[src/rtl/pair_pkg.sv]
package pair_pkg;
  typedef enum logic [1:0] {
    GRP_EX  = 2'b00,
    GRP_LS  = 2'b01,
    GRP_MS  = 2'b10,
    GRP_RSV = 2'b11
  } grp_e;
endpackage

[src/rtl/pair_rules.sv]
module pair_rules
  import pair_pkg::*;
(
  input  logic [1:0] grp_old,
  input  logic [1:0] grp_young,
  input  logic       dep_young,
  output logic       pair_ok
);
  logic ex_ls;
  logic ls_ex;

  always_comb begin
    ex_ls   = (grp_old == GRP_EX) && (grp_young == GRP_LS);
    ls_ex   = (grp_old == GRP_LS) && (grp_young == GRP_EX);
    pair_ok = (ex_ls || ls_ex) && !dep_young;
  end
endmodule

[src/rtl/pair_lock.sv]
module pair_lock #(
  parameter int STEP_W = 3
) (
  input  logic              clk,
  input  logic              rst_n,
  input  logic              start,
  input  logic [STEP_W-1:0] start_steps,
  output logic              busy
);
  localparam logic [STEP_W-1:0] ONE = STEP_W'(1);

  logic [STEP_W-1:0] cnt_q;
  logic [STEP_W-1:0] cnt_d;
  logic              cnt_en;

  always_comb begin
    cnt_en = start || busy;
    cnt_d  = cnt_q;
    if (start)
      cnt_d = (start_steps > ONE) ? start_steps - ONE : '0;
    else if (busy)
      cnt_d = cnt_q - ONE;
  end

  always_ff @(posedge clk or negedge rst_n) begin
    if (!rst_n)
      cnt_q <= '0;
    else if (cnt_en)
      cnt_q <= cnt_d;
  end

  assign busy = (cnt_q != '0);

  assert_lock_counts_down_R6: assert property (@(posedge clk) disable iff (!rst_n)
    (busy && !start) |=> (cnt_q == $past(cnt_q) - ONE));
endmodule

[src/rtl/pair_window.sv]
module pair_window #(
  parameter int STEP_W = 3,
  parameter int TAG_W  = 8
) (
  input  logic              clk,
  input  logic              rst_n,
  input  logic              iss0,
  input  logic              iss1,
  input  logic [1:0]        in_valid,
  input  logic [1:0]        lane_grp  [2],
  input  logic [STEP_W-1:0] lane_step [2],
  input  logic              lane_dep  [2],
  input  logic [TAG_W-1:0]  lane_tag  [2],
  output logic [1:0]        in_ready,
  output logic [1:0]        v_q,
  output logic [1:0]        grp_q     [2],
  output logic [STEP_W-1:0] stp_q     [2],
  output logic [TAG_W-1:0]  tag_q     [2],
  output logic              dep1_q
);
  logic [1:0] rem;
  logic       acc0, acc1, shift;
  logic       ld0, ld1, sel1_lane1;
  logic [1:0] v_d;

  always_comb begin
    if (!iss0)      rem = {1'b0, v_q[0]} + {1'b0, v_q[1]};
    else if (!iss1) rem = {1'b0, v_q[1]};
    else            rem = 2'd0;
    in_ready[0] = (rem != 2'd2);
    in_ready[1] = (rem == 2'd0);
    acc0  = in_valid[0] && in_ready[0];
    acc1  = in_valid[1] && in_valid[0] && in_ready[1];
    shift = iss0 && !iss1 && v_q[1];
    ld0   = shift || ((rem == 2'd0) && acc0);
    ld1   = ((rem == 2'd1) && acc0) || ((rem == 2'd0) && acc1);
    sel1_lane1 = (rem == 2'd0);
    v_d[0] = (rem != 2'd0) || acc0;
    v_d[1] = (rem == 2'd2) || ((rem == 2'd1) && acc0) || ((rem == 2'd0) && acc1);
  end

  always_ff @(posedge clk or negedge rst_n) begin
    if (!rst_n)
      v_q <= '0;
    else
      v_q <= v_d;
  end

  always_ff @(posedge clk) begin
    if (ld0) begin
      if (shift) begin
        grp_q[0] <= grp_q[1];
        stp_q[0] <= stp_q[1];
        tag_q[0] <= tag_q[1];
      end else begin
        grp_q[0] <= lane_grp[0];
        stp_q[0] <= lane_step[0];
        tag_q[0] <= lane_tag[0];
      end
    end
    if (ld1) begin
      if (sel1_lane1) begin
        grp_q[1] <= lane_grp[1];
        stp_q[1] <= lane_step[1];
        tag_q[1] <= lane_tag[1];
        dep1_q   <= lane_dep[1];
      end else begin
        grp_q[1] <= lane_grp[0];
        stp_q[1] <= lane_step[0];
        tag_q[1] <= lane_tag[0];
        dep1_q   <= lane_dep[0];
      end
    end
  end

  assert_window_packed_R9: assert property (@(posedge clk) disable iff (!rst_n)
    v_q[1] |-> v_q[0]);
endmodule

[src/rtl/dual_issue_pairer.sv]
module dual_issue_pairer
  import pair_pkg::*;
#(
  parameter int STEP_W = 3,
  parameter int TAG_W  = 8
) (
  input  logic              clk,
  input  logic              rst_n,
  input  logic [1:0]        in_valid,
  output logic [1:0]        in_ready,
  input  logic [1:0]        in_grp0,
  input  logic [STEP_W-1:0] in_step0,
  input  logic              in_dep0,
  input  logic [TAG_W-1:0]  in_tag0,
  input  logic [1:0]        in_grp1,
  input  logic [STEP_W-1:0] in_step1,
  input  logic              in_dep1,
  input  logic [TAG_W-1:0]  in_tag1,
  output logic              issue0,
  output logic              issue1,
  output logic [TAG_W-1:0]  issue_tag0,
  output logic [TAG_W-1:0]  issue_tag1,
  output logic              recombine,
  output logic              stall
);
  logic [1:0]        lane_grp  [2];
  logic [STEP_W-1:0] lane_step [2];
  logic              lane_dep  [2];
  logic [TAG_W-1:0]  lane_tag  [2];
  logic [1:0]        v_q;
  logic [1:0]        grp_q [2];
  logic [STEP_W-1:0] stp_q [2];
  logic [TAG_W-1:0]  tag_q [2];
  logic              dep1_q;
  logic              pair_ok, busy, ms_start;

  always_comb begin
    lane_grp[0]  = in_grp0;  lane_grp[1]  = in_grp1;
    lane_step[0] = in_step0; lane_step[1] = in_step1;
    lane_dep[0]  = in_dep0;  lane_dep[1]  = in_dep1;
    lane_tag[0]  = in_tag0;  lane_tag[1]  = in_tag1;
  end

  pair_window #(.STEP_W(STEP_W), .TAG_W(TAG_W)) u_win (
    .clk(clk), .rst_n(rst_n), .iss0(issue0), .iss1(issue1),
    .in_valid(in_valid), .lane_grp(lane_grp), .lane_step(lane_step),
    .lane_dep(lane_dep), .lane_tag(lane_tag), .in_ready(in_ready),
    .v_q(v_q), .grp_q(grp_q), .stp_q(stp_q), .tag_q(tag_q), .dep1_q(dep1_q)
  );

  pair_rules u_rules (
    .grp_old(grp_q[0]), .grp_young(grp_q[1]), .dep_young(dep1_q), .pair_ok(pair_ok)
  );

  pair_lock #(.STEP_W(STEP_W)) u_lock (
    .clk(clk), .rst_n(rst_n), .start(ms_start), .start_steps(stp_q[0]), .busy(busy)
  );

  always_comb begin
    issue0     = v_q[0] && !busy;
    issue1     = issue0 && v_q[1] && pair_ok;
    ms_start   = issue0 && (grp_q[0] == GRP_MS);
    issue_tag0 = tag_q[0];
    issue_tag1 = tag_q[1];
    recombine  = issue0 && v_q[1] && !issue1;
    stall      = (v_q[0] && busy) || (v_q[1] && !issue1);
  end

  assert_slot1_needs_slot0_R9: assert property (@(posedge clk) disable iff (!rst_n)
    issue1 |-> issue0);
  assert_no_same_group_pair_R3: assert property (@(posedge clk) disable iff (!rst_n)
    issue1 |-> (grp_q[0] != grp_q[1]));
  assert_dep_blocks_pair_R4: assert property (@(posedge clk) disable iff (!rst_n)
    issue1 |-> !dep1_q);
  assert_ms_never_pairs_R5: assert property (@(posedge clk) disable iff (!rst_n)
    issue1 |-> (grp_q[0] != GRP_MS && grp_q[1] != GRP_MS));
  assert_ms_locks_R6: assert property (@(posedge clk) disable iff (!rst_n)
    (ms_start && stp_q[0] > STEP_W'(1)) |=> !issue0);
endmodule

[config.mk]
export PLATFORM = sky130hd
export DESIGN_NAME = dual_issue_pairer
export DESIGN_NICKNAME = d
export VERILOG_FILES = /design/src/rtl/pair_pkg.sv /design/src/rtl/pair_rules.sv /design/src/rtl/pair_lock.sv /design/src/rtl/pair_window.sv /design/src/rtl/dual_issue_pairer.sv
export SDC_FILE = /design/constraint.sdc
export NUM_CORES = 1
export LEC_CHECK = 0
export BUFFER_PORTS_ARGS = -buffer_cell sky130_fd_sc_hd__clkbuf_2
export CAP_MARGIN = 20
export CORE_AREA = 2 2 64 66
export CTS_CLUSTER_SIZE = 14
export DETAILED_ROUTE_END_ITERATION = 7
export DIE_AREA = 0 0 66 68
export HOLD_SLACK_MARGIN = 0.08
export PLACE_DENSITY = 0.8
export SETUP_SLACK_MARGIN = 0.05
export SYNTH_ARGS = -nofsm -noshare
export SYNTH_HDL_FRONTEND = slang
export SYNTH_SLANG_ARGS = --single-unit
[constraint.sdc]
create_clock -name clk -period 2 [get_ports clk]
set_input_delay 0.1 -clock clk [delete_from_list [all_inputs] [get_ports clk]]
set_output_delay 0.1 -clock clk [all_outputs]
set_load 0.01 [all_outputs]
# Word level (Yosys, flattened, before mapping)
# Index checks and enable logic that the tools add are counted.
[totals]
regBits = 32
latch_bits = 0
mem_bits_rw = 0
mem_bits_ro = 0
word_cells = 67
memories = 0
[classes]
n_addsub = 3
multipliers = 0
div = 0
order_cmp = 1
n_eq_ne = 6
n_shift = 0
n_mux = 12
bitwise_logic = 0
reduce_logical = 36
[op_table]
columns = ["op", "count"]
rows = [
  ["$logic_and A1 B1 Y1", 18],
  ["$mux W8", 2],
  ["$mux W3", 5],
  ["$logic_or A1 B1 Y1", 8],
  ["$eq A2 B1 Y1 const B", 3],
  ["$logic_not A2 Y1", 3],
  ["$mux W2", 3],
  ["$sub A3 B1 Y3 const B", 2],
  ["$eq A2 B2 Y1 const B", 2],
  ["$reduce_bool A2 Y1", 2],
  ["$gt A3 B1 Y1 const B", 1],
  ["$logic_not A1 Y1", 3],
  ["$reduce_bool A3 Y1", 1],
  ["$add A1 B1 Y2", 1],
  ["$mux W1", 2],
  ["$ne A2 B2 Y1 const B", 1],
  ["$reduce_and A2 Y1", 1],
]

# Logic depth before layout (Yosys ltp)
# Gate-level depths: netlist of the first run.
[logic_depth]
ltp_word = 12
mapped_depth = 10
depth_no_buf = 6

# Modules after synthesis
# Synthesis of the first run repeated with hierarchy kept, for this count alone.
[unflattened]
cells_unflattened = 114
hier_area_um2 = 1706.6
[by_module_without_submodules]
columns = ["module", "n_inst", "cells_per_inst", "area_per_inst_um2", "seq_area_each_um2"]
rows = [
  ["pair_window", 1, 84, 1390.1, 860.8],
  ["pair_lock", 1, 22, 244.0, 75.1],
  ["dual_issue_pairer", 1, 6, 51.3, 0.0],
  ["pair_rules", 1, 2, 21.3, 0.0],
]

# Worst setup path after synthesis of the first run
# OpenSTA, ideal clock, no wires.
[synth_timing]
path_type = "flip-flop to flip-flop"
startpoint = "register u_lock.cnt_q[0]"
endpoint = "register u_win.grp_q[2] in the netlist's numbering, enable pin"
t_arrival_ns = 1.786
required_ns = 1.671
slack_ns = -0.115
path_stages_with_launch = 8
period_less_slack_ns = 2.115
cell_sequence = "dfrtp_1 -> inv_1 -> ha_1 -> nand4b_1 -> o21ba_1 -> buf_6 -> clkbuf_1 -> a31o_2"
[synth_via]
elab_chain_cells = 11
[synth_rtl]
columns = ["element", "line_no", "text"]
rows = [
  ["start: declaration", "pair_lock.sv:12", "logic [STEP_W-1:0] cnt_q;"],
  ["start signal: assignment", "pair_lock.sv:29", "cnt_q <= cnt_d;"],
  ["$reduce_bool A3 Y1 (*)", "pair_lock.sv:32", "assign busy = (cnt_q != '0);"],
  ["$logic_not A1 Y1 (*)", "dual_issue_pairer.sv:60", "issue0 = v_q[0] && !busy;"],
  ["$logic_and A1 B1 Y1 (*)", "dual_issue_pairer.sv:60", ""],
  ["$logic_and A1 B1 Y1 (2 in a row)", "dual_issue_pairer.sv:61", "issue1 = issue0 && v_q[1] && pair_ok;"],
  ["$mux W1", "pair_window.sv:28", "else if (!iss1) rem = {1'b0, v_q[1]};"],
  ["$mux W2", "pair_window.sv:27", "if (!iss0) rem = {1'b0, v_q[0]} + {1'b0, v_q[1]};"],
  ["$ne A2 B2 Y1", "pair_window.sv:30", "in_ready[0] = (rem != 2'd2);"],
  ["$logic_and A1 B1 Y1", "pair_window.sv:32", "acc0 = in_valid[0] && in_ready[0];"],
  ["$logic_and A1 B1 Y1", "pair_window.sv:35", "ld0 = shift || ((rem == 2'd0) && acc0);"],
  ["$logic_or A1 B1 Y1 (*)", "pair_window.sv:35", ""],
  ["named net u_win.ld0", "pair_window.sv:23", "logic ld0, ld1, sel1_lane1;"],
  ["end: declaration", "pair_window.sv:16", "output logic [1:0] grp_q [2],"],
]
# The timed path passes the listed nets; every way through them passes the cells marked *.
# A chain may end at the register's enable or synchronous reset.

# Worst setup path after layout of the first run
[layout_timing]
startpoint = "register u_lock.cnt_q[1]"
endpoint = "register u_win.tag_q[0] in the netlist's numbering (data pin)"
[layout_via]
elab_chain_cells = 9
[layout_rtl]
columns = ["element", "line_no", "text"]
rows = [
  ["$reduce_bool A3 Y1 (*)", "pair_lock.sv:32", ""],
  ["$logic_not A1 Y1 (*)", "dual_issue_pairer.sv:60", ""],
  ["$logic_and A1 B1 Y1 (*)", "dual_issue_pairer.sv:60", ""],
  ["$logic_and A1 B1 Y1 (2 in a row)", "dual_issue_pairer.sv:61", ""],
  ["$mux W1", "pair_window.sv:28", ""],
  ["$mux W2 (*)", "pair_window.sv:27", ""],
  ["$logic_not A2 Y1 (*)", "pair_window.sv:37", "sel1_lane1 = (rem == 2'd0);"],
  ["$mux W8 (*)", "pair_window.sv:62", "if (sel1_lane1) begin"],
  ["end: declaration", "pair_window.sv:18", "output logic [TAG_W-1:0] tag_q [2],"],
]
# Every way passes the cells marked *; elsewhere a longest branch is shown, timed or not.

==> results of run 1 <==
==> timing repair <==
item / CTS / global route
endpoints found under the setup margin: 30 / 38
hold endpoints to repair: 6 / 0
gates cloned: 0 / 1
hold buffers: 2 / 0
setup buffers: 0 / 2
resized for setup: 2 / 8
==> registers in the layout (all words and copies together), names as in the netlist <==
| name | count |
|---|---|
| u_win.stp_q | 6 |
| u_win.grp_q | 4 |
| u_win.tag_q | 16 |
| u_lock.cnt_q | 3 |
| u_win.v_q | 2 |
| u_win.dep1_q | 1 |
==> per-layer routing <==
| layer | up-vias | GRT usage [%] | share of wire, % | wire length [um] |
|---|---|---|---|---|
| met1 | 521 | 18.7 | 42 | 1460 |
| met4 | 0 | 6.89 | 1.5 | 51 |
| met5 | - | 0 | 0 | 0 |
| li1 | 533 | - | - | - |
| met2 | 42 | 25.9 | 50 | 1730 |
| met3 | 6 | 4.28 | 5.8 | 201 |
==> through the flow <==
| stage | cells | power, mW |
|---|---|---|
| finish | 226 | 3.90 |
| global placement | 213 | 2.90 |
| global route | 226 | 4.13 |
| CTS | 223 | 3.69 |
| detailed placement | 213 | 2.98 |
| floorplan | 107 | 2.45 |
==> how the worst max path moves through the flow <==
stage                               start        endpoint  cells past startpoint  slack (ns)
after floorplan            u_win.grp_q[1]  u_win.stp_q[1]                      7       -0.08
after global placement     u_win.grp_q[1]  u_win.tag_q[2]                      5        0.07
after detailed placement  u_lock.cnt_q[1]  u_win.stp_q[1]                      7        0.01
after CTS                  u_win.grp_q[1]     in_ready[1]                      6        0.02
after global routing      u_lock.cnt_q[1]  u_win.tag_q[5]                      7        -0.1
final                     u_lock.cnt_q[1]  u_win.tag_q[0]                      7       -0.05
==> power by group <==
| group | internal (mW) | leakage, nW | switching (mW) |
|---|---|---|---|
| Combinational | 1.08 | 0.592 | 0.887 |
| Clock | 0.439 | 0.0645 | 0.230 |
| Sequential | 1.12 | 0.312 | 0.132 |
| Total | 2.65 | 0.968 | 1.25 |
==> cell families (layout without fill, tap and decap cells) <==
logic type	Yosys count	after routing	synth area share, %
AOI/OAI and AO/OA	14	14	6.02
xor gates and xnor gates	3	3	1.62
adders and majority gates	5	5	3.86
buffers and inverters	13	82	5.17
DFF	32	32	57.8
muxes	27	27	20.6
and+or+nand+nor	13	13	4.94
==> cell type report <==
type / count / area, um2 / area share [%]
Multi-Input combinational cell: 62 / 647 / 29.1
Sequential cell: 32 / 936 / 42.1
Timing Repair Buffer: 66 / 423 / 19.0
Clock inverter: 1 / 30.0 / 1.35
Inverter: 8 / 30.0 / 1.35
Tap cell: 50 / 62.6 / 2.81
Clock buffer: 7 / 96.3 / 4.33
==> critical path, cell delays in order (launching register included) <==
cell,delay (ns)
dfrtp_1,0.40
inv_2,0.09
ha_4,0.14
nand3b_1,0.17
and2_4,0.20
a211o_4,0.34
clkbuf_16,0.17
mux2_4,0.29
==> layout by cell type (no fill, tap or decap), drive strengths merged, types with 2 or more instances in the layout <==
cell type / synthesis / layout
clkbuf: 1 / 60
edfxtp: 27 / 27
mux2: 27 / 27
buf: 4 / 11
inv: 8 / 8
dfrtp: 5 / 5
ha: 5 / 5
o21ai: 4 / 4
xnor2: 3 / 3
nand2: 3 / 3
nor3: 2 / 2
a21oi: 2 / 2
dlygate4sd3: 0 / 2
==> impl_summary.md, run 1 <==
Synthesis
The most instantiated library cell after synthesis is edfxtp_1. The number of enable flip-flop cells after synthesis is 27. The biggest area contributor in the post-synthesis netlist is edfxtp_1. The net count after synthesis is 144.

The count of warnings emitted by yosys is 0. Counting flops with an async set or reset pin after synthesis yields a share of 15.6%. The synthesized area divided by synthesized cell count is 15.1 um2.

The fraction of synthesized cell area taken by the top area cell type is 50.0%. In the post-synthesis netlist, the biggest area contributors are edfxtp_1 (50%), mux2_2 (13%), dfrtp_1 (7.7%). Yosys mapped the design onto 31 distinct sky130hd cell types. The synthesized netlist occupies a cell area of 0.00162 mm2.

By count the netlist is led by edfxtp_1 (27), mux2_2 (19), inv_1 (8), mux2_4 (8). The most frequently used flop master after synthesis is edfxtp_1. After synthesis, flip-flops and latches occupy 57.8% of the total area. The synthesized design contains 32 register bits. The number of cells produced by synthesis is 107.

Layout
The total non-filler cell area in the finished layout is 0.00222 mm2. The layout-stage area growth over the synthesis result is 37.3%. For this run, the share of the core covered by cells in the final layout is 57.7%. The final layout contains 212 nets. Of the cells placed in the final design, the portion with a size suffix greater than 1 is 62.5%. The number of antenna repair diodes is 0.

The layout filler cell count is 318.

Route
The wire length reported by the detailed router is 3.44 mm. The first-pass detailed-route iteration total is 4. The number of design rule violations left after detail routing is 0.

The detailed router placed 1,102 vias in this run. The detail-routed via count per cell is 4.88. The number of DRC markers after the initial detailed-route iteration is 26. The average routed wire per standard cell is 15.2 um. The antenna violation net count after detailed routing is 0.

Timing
Setup repair after global routing could not meet its margin everywhere. The final-report max-slew violation count is 0. Static timing analysis puts the maximum clock frequency at 487 MHz. The final worst clock skew is 0.00390 ns. The final critical path takes up 103% of the cycle.

After layout, the minimum clock period comes to 2.05 ns. For the pin with the worst max-slew slack, the measured transition is 0.319 ns. The total negative slack for setup checks is -0.513 ns.

The relative slew slack is 78.7%. The final worst setup slack is -0.0516 ns. Hold is met by 0.121 ns. The total of endpoints with negative setup slack in the final report is 15. The count of final hold-check violations was 0.

Clock network
The total clock sinks is 32. Counting along the longest clock path gives a buffer depth of 2. The latest clock arrival within the worst-skew pair is 0.28 ns. The total number of H-tree levels is 2. Counting the buffers created by CTS gives 5.

The CTS tree is built. The CTS clock-pin slew for the worst setup and hold paths is 0.07 ns. The cell chosen for the clock root is clkbuf_8.

Power
The maximum VDD drop is 0.000952 V. Summed over all cells, the static leakage comes to 0.968 nW. In this run the power density over the cells is 1750 mW/mm2.

Global routing
The number of antenna violations at the first check in global routing is 0. The global-route total usage across every layer is 15.4%. The largest net degree at the start of global routing is 16. The wire length of the first global-routing pass is 5.04 mm. The via count of the first global-routing pass is 1,111. For this run the aggregate overflow at the end of global routing stands at 0.

Setup path
Across all register-to-register paths, the minimum setup slack is -0.05 ns. The required arrival time at the worst endpoint is 2.03 ns. Counting cells, the worst reg-to-reg path comes to 7. The reg-to-reg endpoint is u_win.tag_q[0]. In this run the worst path has a maximum fanout of 6. The startpoint of the worst-slack reg-to-reg timing path is u_lock.cnt_q[1].

STA classifies the critical path endpoint as a flip-flop. The kind of start point of the critical path is a flip-flop. By startpoint and endpoint, the worst setup path is classified as reg2reg. The arrival time at the worst endpoint is 2.08 ns.

Die
The initial core utilization is 42.0%. The area enclosed by the die boundary is 0.00449 mm2. The vertical extent of the die is 68 um. The I/O pin count is 54. In this run the horizontal extent of the chip is 66 um. The core outline area is 0.00386 mm2. The floorplan has 23 rows.

Place
Port buffering added 53 buffers. The weighted congestion at the end of routability-driven global placement is 0.772. Prior to clock tree synthesis, the placed netlist has a worst setup slack of 0.0144 ns.

Detailed placement finished with a half-perimeter wire length of 2.46 mm. After detailed placement, the total cell area comes to 0.00200 mm2.

Outcome
The final reports fail on negative setup slack. The run finished, with violations left.

Hold path
The worst hold path was traced through 2 stages. The startpoint of the tightest hold check path is in_tag1[1]. For hold timing, the worst endpoint is u_win.tag_q[1]. The path class of the tightest hold or removal check is in2reg.

Job
The number of max-cap violations is 0.
No activity file was read; power rests on OpenSTA's default activity.
==> run 2, diff against run 1 <==
==> constraint.sdc (replaced) <==
create_clock -name clk -period 2 [get_ports clk]
set_input_delay 0.4 -clock clk [delete_from_list [all_inputs] [get_ports clk]]
set_output_delay 0.4 -clock clk [all_outputs]
set_load 0.01 [all_outputs]
==> run 2 against run 1 <==
Net effect:
- the flow still finishes with violations (negative setup slack)
- clock skew up 0.0015 ns
- total power up 11%
- first-iteration DRC count up 42%
- utilization up 6.2 points
- sequential power about the same
- die area unchanged
- clock power up 1%
- setup slack worse by 0.18 ns
- sequential share of layout area down 4.1 points
- non-clock buffer count up 15
- critical path depth down 1
- flip-flop and latch count unchanged
==> impl_summary.md, run 2 (synthesized netlist as in run 1, its figures left out) <==
Outcome
The run finished, with violations left. The final reports fail on negative setup slack.

Layout
The number of flip-flops in the largest register is 16 (unchanged). The top cell types in the final layout, fill and taps aside, are clkbuf_2 (48), edfxtp_1 (27), mux2_4 (20), buf_4 (17). The number of antenna repair diodes came to 0 (unchanged). The layout filler cell count is 299 (-6.0%).

The total area of multi-input combinational cells is 724 um2 (+12%). The total non-filler cell area in the finished layout came to 0.00246 mm2 (+11%). Relative to the synthesized area, the layout overhead comes to 52.0%.

The final net count came to 227 (+7.1%). The library cell used most frequently in the layout, excluding fill and tap cells, is clkbuf_2. The register area was 936 um2 (unchanged). The largest registers in the layout are u_win.tag_q x16, u_win.stp_q x6, u_win.grp_q x4.

The register with the most flip-flops is u_win.tag_q. The final core utilization is 63.9% (+6.2 points). The share of cells above drive strength 1 is 68.1% (+5.6 points).

Die
The core outline area is 0.00386 mm2 (unchanged). The vertical extent of the die came to 68 um (unchanged). The I/O pin count is 54 (unchanged). The area enclosed by the die boundary was 0.00449 mm2 (unchanged).

The overall die width came to 66 um (unchanged). The initial core utilization is 42.0% (unchanged). The number of core rows is 23 (unchanged).

Place
The worst setup slack before clock tree synthesis is -0.0223 ns (-0.0367 ns). The count of buffers inserted at the top-level ports was 53 (unchanged). The HPWL after detailed placement is 2.52 mm (+2.6%).

The total cell area at the placement stage was 0.00199 mm2 (-0.38%). The weighted congestion at the end of routability-driven global placement is 0.768 (-0.48%).

Timing
The relative slew slack was 77.0% (-1.7 points). The total negative slack for setup checks is -3.20 ns (-2.69 ns). The transition at the pin with the smallest max-transition slack is 0.341 ns (+0.0223 ns). The count of final hold-check violations is 0 (unchanged).

The achievable frequency is 447 MHz (-8.2%). The final worst clock skew was 0.00544 ns (+0.00154 ns). Setup repair after global routing could not meet its margin everywhere. The total of endpoints with negative setup slack in the final report is 38 (+23).

The final worst setup slack is -0.235 ns (-0.183 ns). The time the final worst path needs with I/O delays and setup was 2.23 ns (+0.183 ns). The final-report max-slew violation count is 0 (unchanged). The share of the cycle needed by the critical path after routing is 112% (+9.2 points).

Global routing
The number of antenna violations at the first check in global routing came to 0 (unchanged). The aggregate global routing overflow is 0 (unchanged). The largest net degree at the start of global routing is 14 (-2). The wire length of the first global-routing pass was 5.85 mm (+16%). The via count of the first global-routing pass was 1,254 (+13%). The global-route total usage across every layer came to 18.2% (+2.7 points).

Hold path
The class of the tightest hold or removal check is in2reg. The worst hold path begins at in_valid[0].

Setup path
The arrival time at the worst endpoint is 1.83 ns (-0.25 ns). The top fanout value on the critical path is 2 (-4). The delay of the slowest cell on the worst path is 0.41 ns (about the same).

The worst setup path is captured at an output pin. The cell type of the slowest stage on the worst timing path is or3_4. The kind of start point of the critical path is a flip-flop.

In this run the worst setup path begins at u_win.grp_q[1]. The required arrival time at the worst endpoint is 1.60 ns (-0.43 ns). The startpoint identified for the worst register-to-register timing path is u_win.grp_q[1]. By startpoint and endpoint, the worst setup path is classified as reg2out. Traced cell by cell, the critical path runs through or3_4 -> o21ba_4 -> a211o_1 -> buf_12 -> clkinv_4 -> buf_6.

Power
The fraction of power spent switching nets is 32.8% (+0.74 points). The internal power contribution is 2.91 mW (+10%). The power per cell area is 1760 mW/mm2 (+0.55%). The total leakage power is 1.10 nW (+13%). The clock network power share is 15.7% (-1.5 points).

The relative contribution of sequential cells to total power is 29.7% (-2.5 points). The switching component of the power is 1.42 mW (+14%). The power share of the combinational group is 54.6% (+4.0 points). The maximum VDD drop is 0.000939 V (-1.3%).

Clock network
The CTS clock-pin slew for the worst setup and hold paths came to 0.07 ns (about the same). The cell chosen for the clock root is clkbuf_8. The number of buffers on the longest clock path is 2 (unchanged). TritonCTS built the clock tree.

The total number of H-tree levels is 2 (unchanged). The number of buffers created by CTS is 5 (unchanged). The total clock sinks is 32 (unchanged). The latest clock arrival within the worst-skew pair was 0.28 ns (about the same).

Route
The wire length reported by the detailed router is 4.04 mm (+18%). The detail-routed via count per cell is 5.00 (+2.6%). The antenna violation net count after detailed routing came to 0 (unchanged). The number of DRC markers after the initial detailed-route iteration is 37 (+42%). The first-pass detailed-route iteration total is 4 (unchanged). The number of design rule violations left after detail routing is 0 (unchanged). The average routed wire per standard cell is 16.8 um (+10%). The via count of the routed design is 1,206 (+9.4%).

Job
The number of max-cap violations is 0 (unchanged).
[run 2: changes by cell type in the layout (fill, tap and decap cells not counted), sizes merged]
cell,previous run,this run
buf,11,32
clkbuf,60,55
clkinv,0,1
dlygate4sd3,2,1
inv,8,7
[run 2: per-stage QoR]
stage,instances,hold slack [ns],total power [mW]
after floorplan,107,0.104,2.45
after global placement,212,0.219,2.89
after detailed placement,212,0.220,3.00
after CTS,235,0.361,4.01
after global routing,241,0.377,4.58
final,241,0.398,4.34
[run 2: critical path: cells and delay by family (launching register included)]
family          cells  cell delay (ns)
flops               1             0.40
simple gates        1             0.41
buf+inv             3             0.26
compound gates      2             0.48
[run 2: what timing repair did]
action | in CTS | in global routing
endpoints found under the hold margin | 5 | 0
gates resized for setup | 14 | 36
setup buffers | 14 | 8
gates cloned | 1 | 0
hold buffers | 1 | 0
setup endpoints to repair | 33 | 52
pin swaps | 4 | 4
[run 2: power by group through the flow]
stage / combinational [mW] / clock (mW) / sequential (mW)
after floorplan: 1.16 / 0 / 1.30
after global routing: 2.54 / 0.714 / 1.32
after CTS: 2.06 / 0.691 / 1.26
final: 2.37 / 0.680 / 1.29
after global placement: 1.64 / 0 / 1.25
after detailed placement: 1.74 / 0 / 1.26
[run 2: worst paths after layout]
path                       slack [ns]              end  cells after the start
hold reg to reg                  0.54  u_lock.cnt_q[0]                      1
setup / recovery                -0.23      in_ready[1]                      6
setup reg to reg                -0.19   u_win.tag_q[5]                      6
max in group asynchronous        1.35  u_lock.cnt_q[1]                      2
hold / removal                   0.40     u_win.v_q[0]                      2
min in group asynchronous        0.49     u_win.v_q[1]                      2
[run 2: cell type report]
| type | count | share of cell area, % |
|---|---|---|
| flip-flops and latches | 32 | 38.0 |
| multi-input cells | 62 | 29.4 |
| repair buffers | 81 | 23.5 |
| clock buffers | 7 | 3.91 |
| well taps | 50 | 2.54 |
| inverters | 8 | 1.42 |
| clock inverters | 1 | 1.22 |
[run 2: per-layer routing]
layer	GRT usage [%]	share of wire [%]
met1	21.5	40
met2	29.7	52
met3	5.92	6.2
met4	9.44	1.4
met5	0	0
==> run 3, diff against run 2 <==
--- a/config.mk
+++ b/config.mk
@@ -7,12 +7,12 @@
 export LEC_CHECK = 0
 export BUFFER_PORTS_ARGS = -buffer_cell sky130_fd_sc_hd__clkbuf_2
 export CAP_MARGIN = 20
-export CORE_AREA = 2 2 64 66
+export CORE_AREA = 2 2 72 74
 export CTS_CLUSTER_SIZE = 14
 export DETAILED_ROUTE_END_ITERATION = 7
-export DIE_AREA = 0 0 66 68
+export DIE_AREA = 0 0 74 76
 export HOLD_SLACK_MARGIN = 0.08
-export PLACE_DENSITY = 0.8
+export PLACE_DENSITY = 0.67
 export SETUP_SLACK_MARGIN = 0.05
 export SYNTH_ARGS = -nofsm -noshare
 export SYNTH_HDL_FRONTEND = slang
==> constraint.sdc (replaced) <==
create_clock -name clk -period 1.8 [get_ports clk]
set_input_delay 0.36 -clock clk [delete_from_list [all_inputs] [get_ports clk]]
set_output_delay 0.36 -clock clk [all_outputs]
set_load 0.01 [all_outputs]
==> run 3 against run 2 <==
Net effect:
- the flow still finishes with violations (negative setup slack)
- sequential share of layout area up 0.077 points
- count of clock-buffer cells in the layout down 1
- hold slack worse by 0.024 ns
- setup slack worse by 0.18 ns
- via count unchanged
- global-route usage down 4.3 points
- combinational power up 8%
- wire length down 7.2%
- largest cell class unchanged
==> impl_summary.md, run 3 (synthesized netlist as in run 1, its figures left out) <==
Outcome
The run finished, with violations left. The checks that failed: negative setup slack.

Setup path
The cell family contributing the most delay on the critical path is flip-flops. The buffering stage count on the worst path with inverters included is 3 (unchanged). The delay of the slowest cell on the worst path was 0.40 ns (about the same). Traced cell by cell, the critical path runs through ha_1 -> and2_4 -> a211o_1 -> buf_12 -> clkinv_4 -> buf_6. The largest individual stage delay along the critical path comes from the cell dfrtp_1. The top fanout value on the critical path is 2 (unchanged).

The required arrival time at the worst endpoint is 1.44 ns (-0.16 ns). The arrival time at the worst endpoint is 1.85 ns (+0.02 ns). STA classifies the critical path endpoint as an output pin. STA classifies the critical path startpoint as a flip-flop. The critical path start-end classification is reg2out.

Route
The number of design rule violations left after detail routing is 0 (unchanged). The detail-routed via count per cell came to 4.62 (-7.7%). The antenna violation net count after detailed routing is 0 (unchanged). The number of DRC markers after the initial detailed-route iteration came to 45 (+22%).

The via count of the routed design is 1,206 (unchanged). The wire length reported by the detailed router came to 3.75 mm (-7.2%). The first-pass detailed-route iteration total is 4 (unchanged). The average routed wire per standard cell came to 14.4 um (-14%).

Power
The internal power contribution was 3.09 mW (+5.9%). The switching component of the power is 1.57 mW (+10%). The total chip power is 4.66 mW (+7.4%). The relative contribution of sequential cells to total power is 29.8% (about the same). The power share of the combinational group is 54.9% (+0.3 points).

The clock network power share is 15.3% (-0.4 points). The maximum VDD drop came to 0.000913 V (-2.8%). The total leakage power is 1.07 nW (-2.2%). The fraction of power spent switching nets is 33.7% (+0.92 points). The power per cell area is 1900 mW/mm2 (+7.6%).

Place
The HPWL after detailed placement was 2.33 mm (-7.6%). The weighted congestion at the end of routability-driven global placement is 0.796 (+3.7%). The total cell area at the placement stage is 0.00207 mm2 (+4.3%). The count of buffers inserted at the top-level ports is 53 (unchanged). The worst setup slack before clock tree synthesis was -0.181 ns (-0.159 ns).

Die
The core outline area is 0.00491 mm2 (+27%). The I/O pin count is 54 (unchanged). The number of core rows is 26 (+13%). The vertical extent of the die is 76 um (+12%). The area enclosed by the die boundary is 0.00562 mm2 (+25%). The overall die width came to 74 um (+12%). The initial core utilization came to 33.0% (-9.0 points).

Global routing
The global-route total usage across every layer is 13.9% (-4.3 points). The wire length of the first global-routing pass is 5.88 mm (+0.46%). The largest net degree at the start of global routing is 13 (-1). The number of antenna violations at the first check in global routing came to 0 (unchanged). The via count of the first global-routing pass is 1,222 (-2.6%). The aggregate global routing overflow is 0 (unchanged).

Timing
The share of the cycle needed by the critical path after routing is 123%. The worst path in the final design needs a cycle of 2.21 ns, including I/O delays and setup. The final-report max-slew violation count is 0 (unchanged). The relative slew slack is 78.1% (+1.1 points). The final worst clock skew came to 0.00792 ns (+0.00248 ns). The total of endpoints with negative setup slack in the final report came to 62 (+63%).

For this run, the top clock speed supported by timing is 451 MHz. The final worst setup slack is -0.415 ns (-0.180 ns). The transition at the pin with the smallest max-transition slack was 0.325 ns (-0.0161 ns).

Setup repair after global routing could not meet its margin everywhere. The count of final hold-check violations is 0 (unchanged).

Layout
The number of flip-flops in the largest register was 16 (unchanged). In the layout the commonest cells are clkbuf_2 (49), edfxtp_1 (27), mux2_4 (16), buf_4 (13), buf_6 (12). The most common cell after layout, fill and taps aside is clkbuf_2. The register with the most flip-flops is u_win.tag_q.

The total non-filler cell area in the finished layout came to 0.00246 mm2 (-0.20%). The number of antenna repair diodes came to 0 (unchanged). The largest registers in the layout are u_win.tag_q x16, u_win.stp_q x6, u_win.grp_q x4.

The share of cells above drive strength 1 is 66.5% (-1.6 points). The final net count is 227 (unchanged). The area growth from synthesis to layout is 51.7%. The layout filler cell count is 426 (+42%).

Clock network
TritonCTS built the clock tree. The total number of H-tree levels is 2 (unchanged). The CTS clock-pin slew for the worst setup and hold paths was 0.07 ns (about the same).

The total clock sinks was 32 (unchanged). The latest clock arrival within the worst-skew pair is 0.28 ns (about the same). The number of buffers on the longest clock path was 2 (unchanged). The cell chosen for the clock root is clkbuf_8. The number of buffers created by CTS is 5 (unchanged).

Hold path
The worst hold path belongs to the class in2reg.

Job
The number of max-cap violations is 0 (unchanged).
-- run 3: cell count changes in the layout (fill, tap and decap cells not counted), moves of 2 or more --
cell,before,now
buf_6,6,12
buf_4,17,13
mux2_2,7,11
mux2_4,20,16
a31o_4,0,2
buf_12,3,1
o21ai_0,3,1
o21ai_1,1,3
-- run 3: path summary, 6_finish.rpt --
| kind | start | endpoint | slack [ns] | cells past startpoint |
|---|---|---|---|---|
| max in group asynchronous | rst_n | u_lock.cnt_q[1] | 1.23 | 2 |
| worst min register to register | u_win.stp_q[3] | u_lock.cnt_q[0] | 0.51 | 1 |
| worst min-delay path | in_grp1[0] | u_win.grp_q[0] | 0.37 | 2 |
| worst max register to register | u_win.v_q[0] | u_win.tag_q[5] | -0.37 | 6 |
| worst max-delay path | u_win.v_q[0] | in_ready[1] | -0.41 | 6 |
| min in group asynchronous | rst_n | u_lock.cnt_q[2] | 0.44 | 2 |
-- run 3: timing repair --
item / in CTS / in global routing
pin swaps: 5 / 6
buffers inserted: 9 / 4
cloned: 2 / 0
endpoints found under the hold margin: 5 / 0
endpoints found under the setup margin: 61 / 65
hold buffers: 1 / 0
resized for setup: 23 / 27
-- run 3: worst register-to-register path: stages (launching register included) --
cell and delay [ns]:
dfrtp_1 0.40, ha_1 0.40, and2_4 0.19, a211o_1 0.32
buf_12 0.15, buf_6 0.16, mux2_4 0.31
-- run 3: stage by stage --
| stage | hold WS [ns] | util [%] | instances | TNS (ns) |
|---|---|---|---|---|
| finish | 0.374 | 50.0 | 261 | -12.54 |
| CTS | 0.373 | 48.5 | 261 | -16.29 |
| detailed placement | 0.185 | 42.2 | 242 | -4.50 |
| floorplan | 0.0644 | - | 107 | -3.75 |
| global placement | 0.188 | 42.2 | 242 | -3.61 |
| global route | 0.373 | 50.0 | 261 | -16.24 |
-- run 3: final cells by class --
| type | count | area, um2 | share of cell area (%) |
|---|---|---|---|
| Inverter | 8 | 35.0 | 1.43 |
| Sequential cell | 32 | 936 | 38.1 |
| Clock inverter | 2 | 33.8 | 1.37 |
| Clock buffer | 6 | 82.6 | 3.36 |
| Multi-Input combinational cell | 64 | 749 | 30.5 |
| Tap cell | 70 | 87.6 | 3.56 |
| Timing Repair Buffer | 79 | 533 | 21.7 |
-- run 3: per-layer routing --
layer	up-vias	share of wire, %	GRT usage, %
li1	570	-	-
met1	581	45	19.0
met2	49	48	21.6
met3	6	6.2	3.57
met4	0	1.1	3.82
met5	-	0	0
-- run 3: power by group through the flow --
stage	sequential, mW	clock [mW]	combinational (mW)
2_1_floorplan	1.44	0	1.31
3_3_place_gp	1.39	0	1.97
3_5_place_dp	1.38	0	2.00
4_1_cts	1.38	0.720	2.37
5_1_grt	1.42	0.758	2.76
6_report	1.39	0.711	2.56
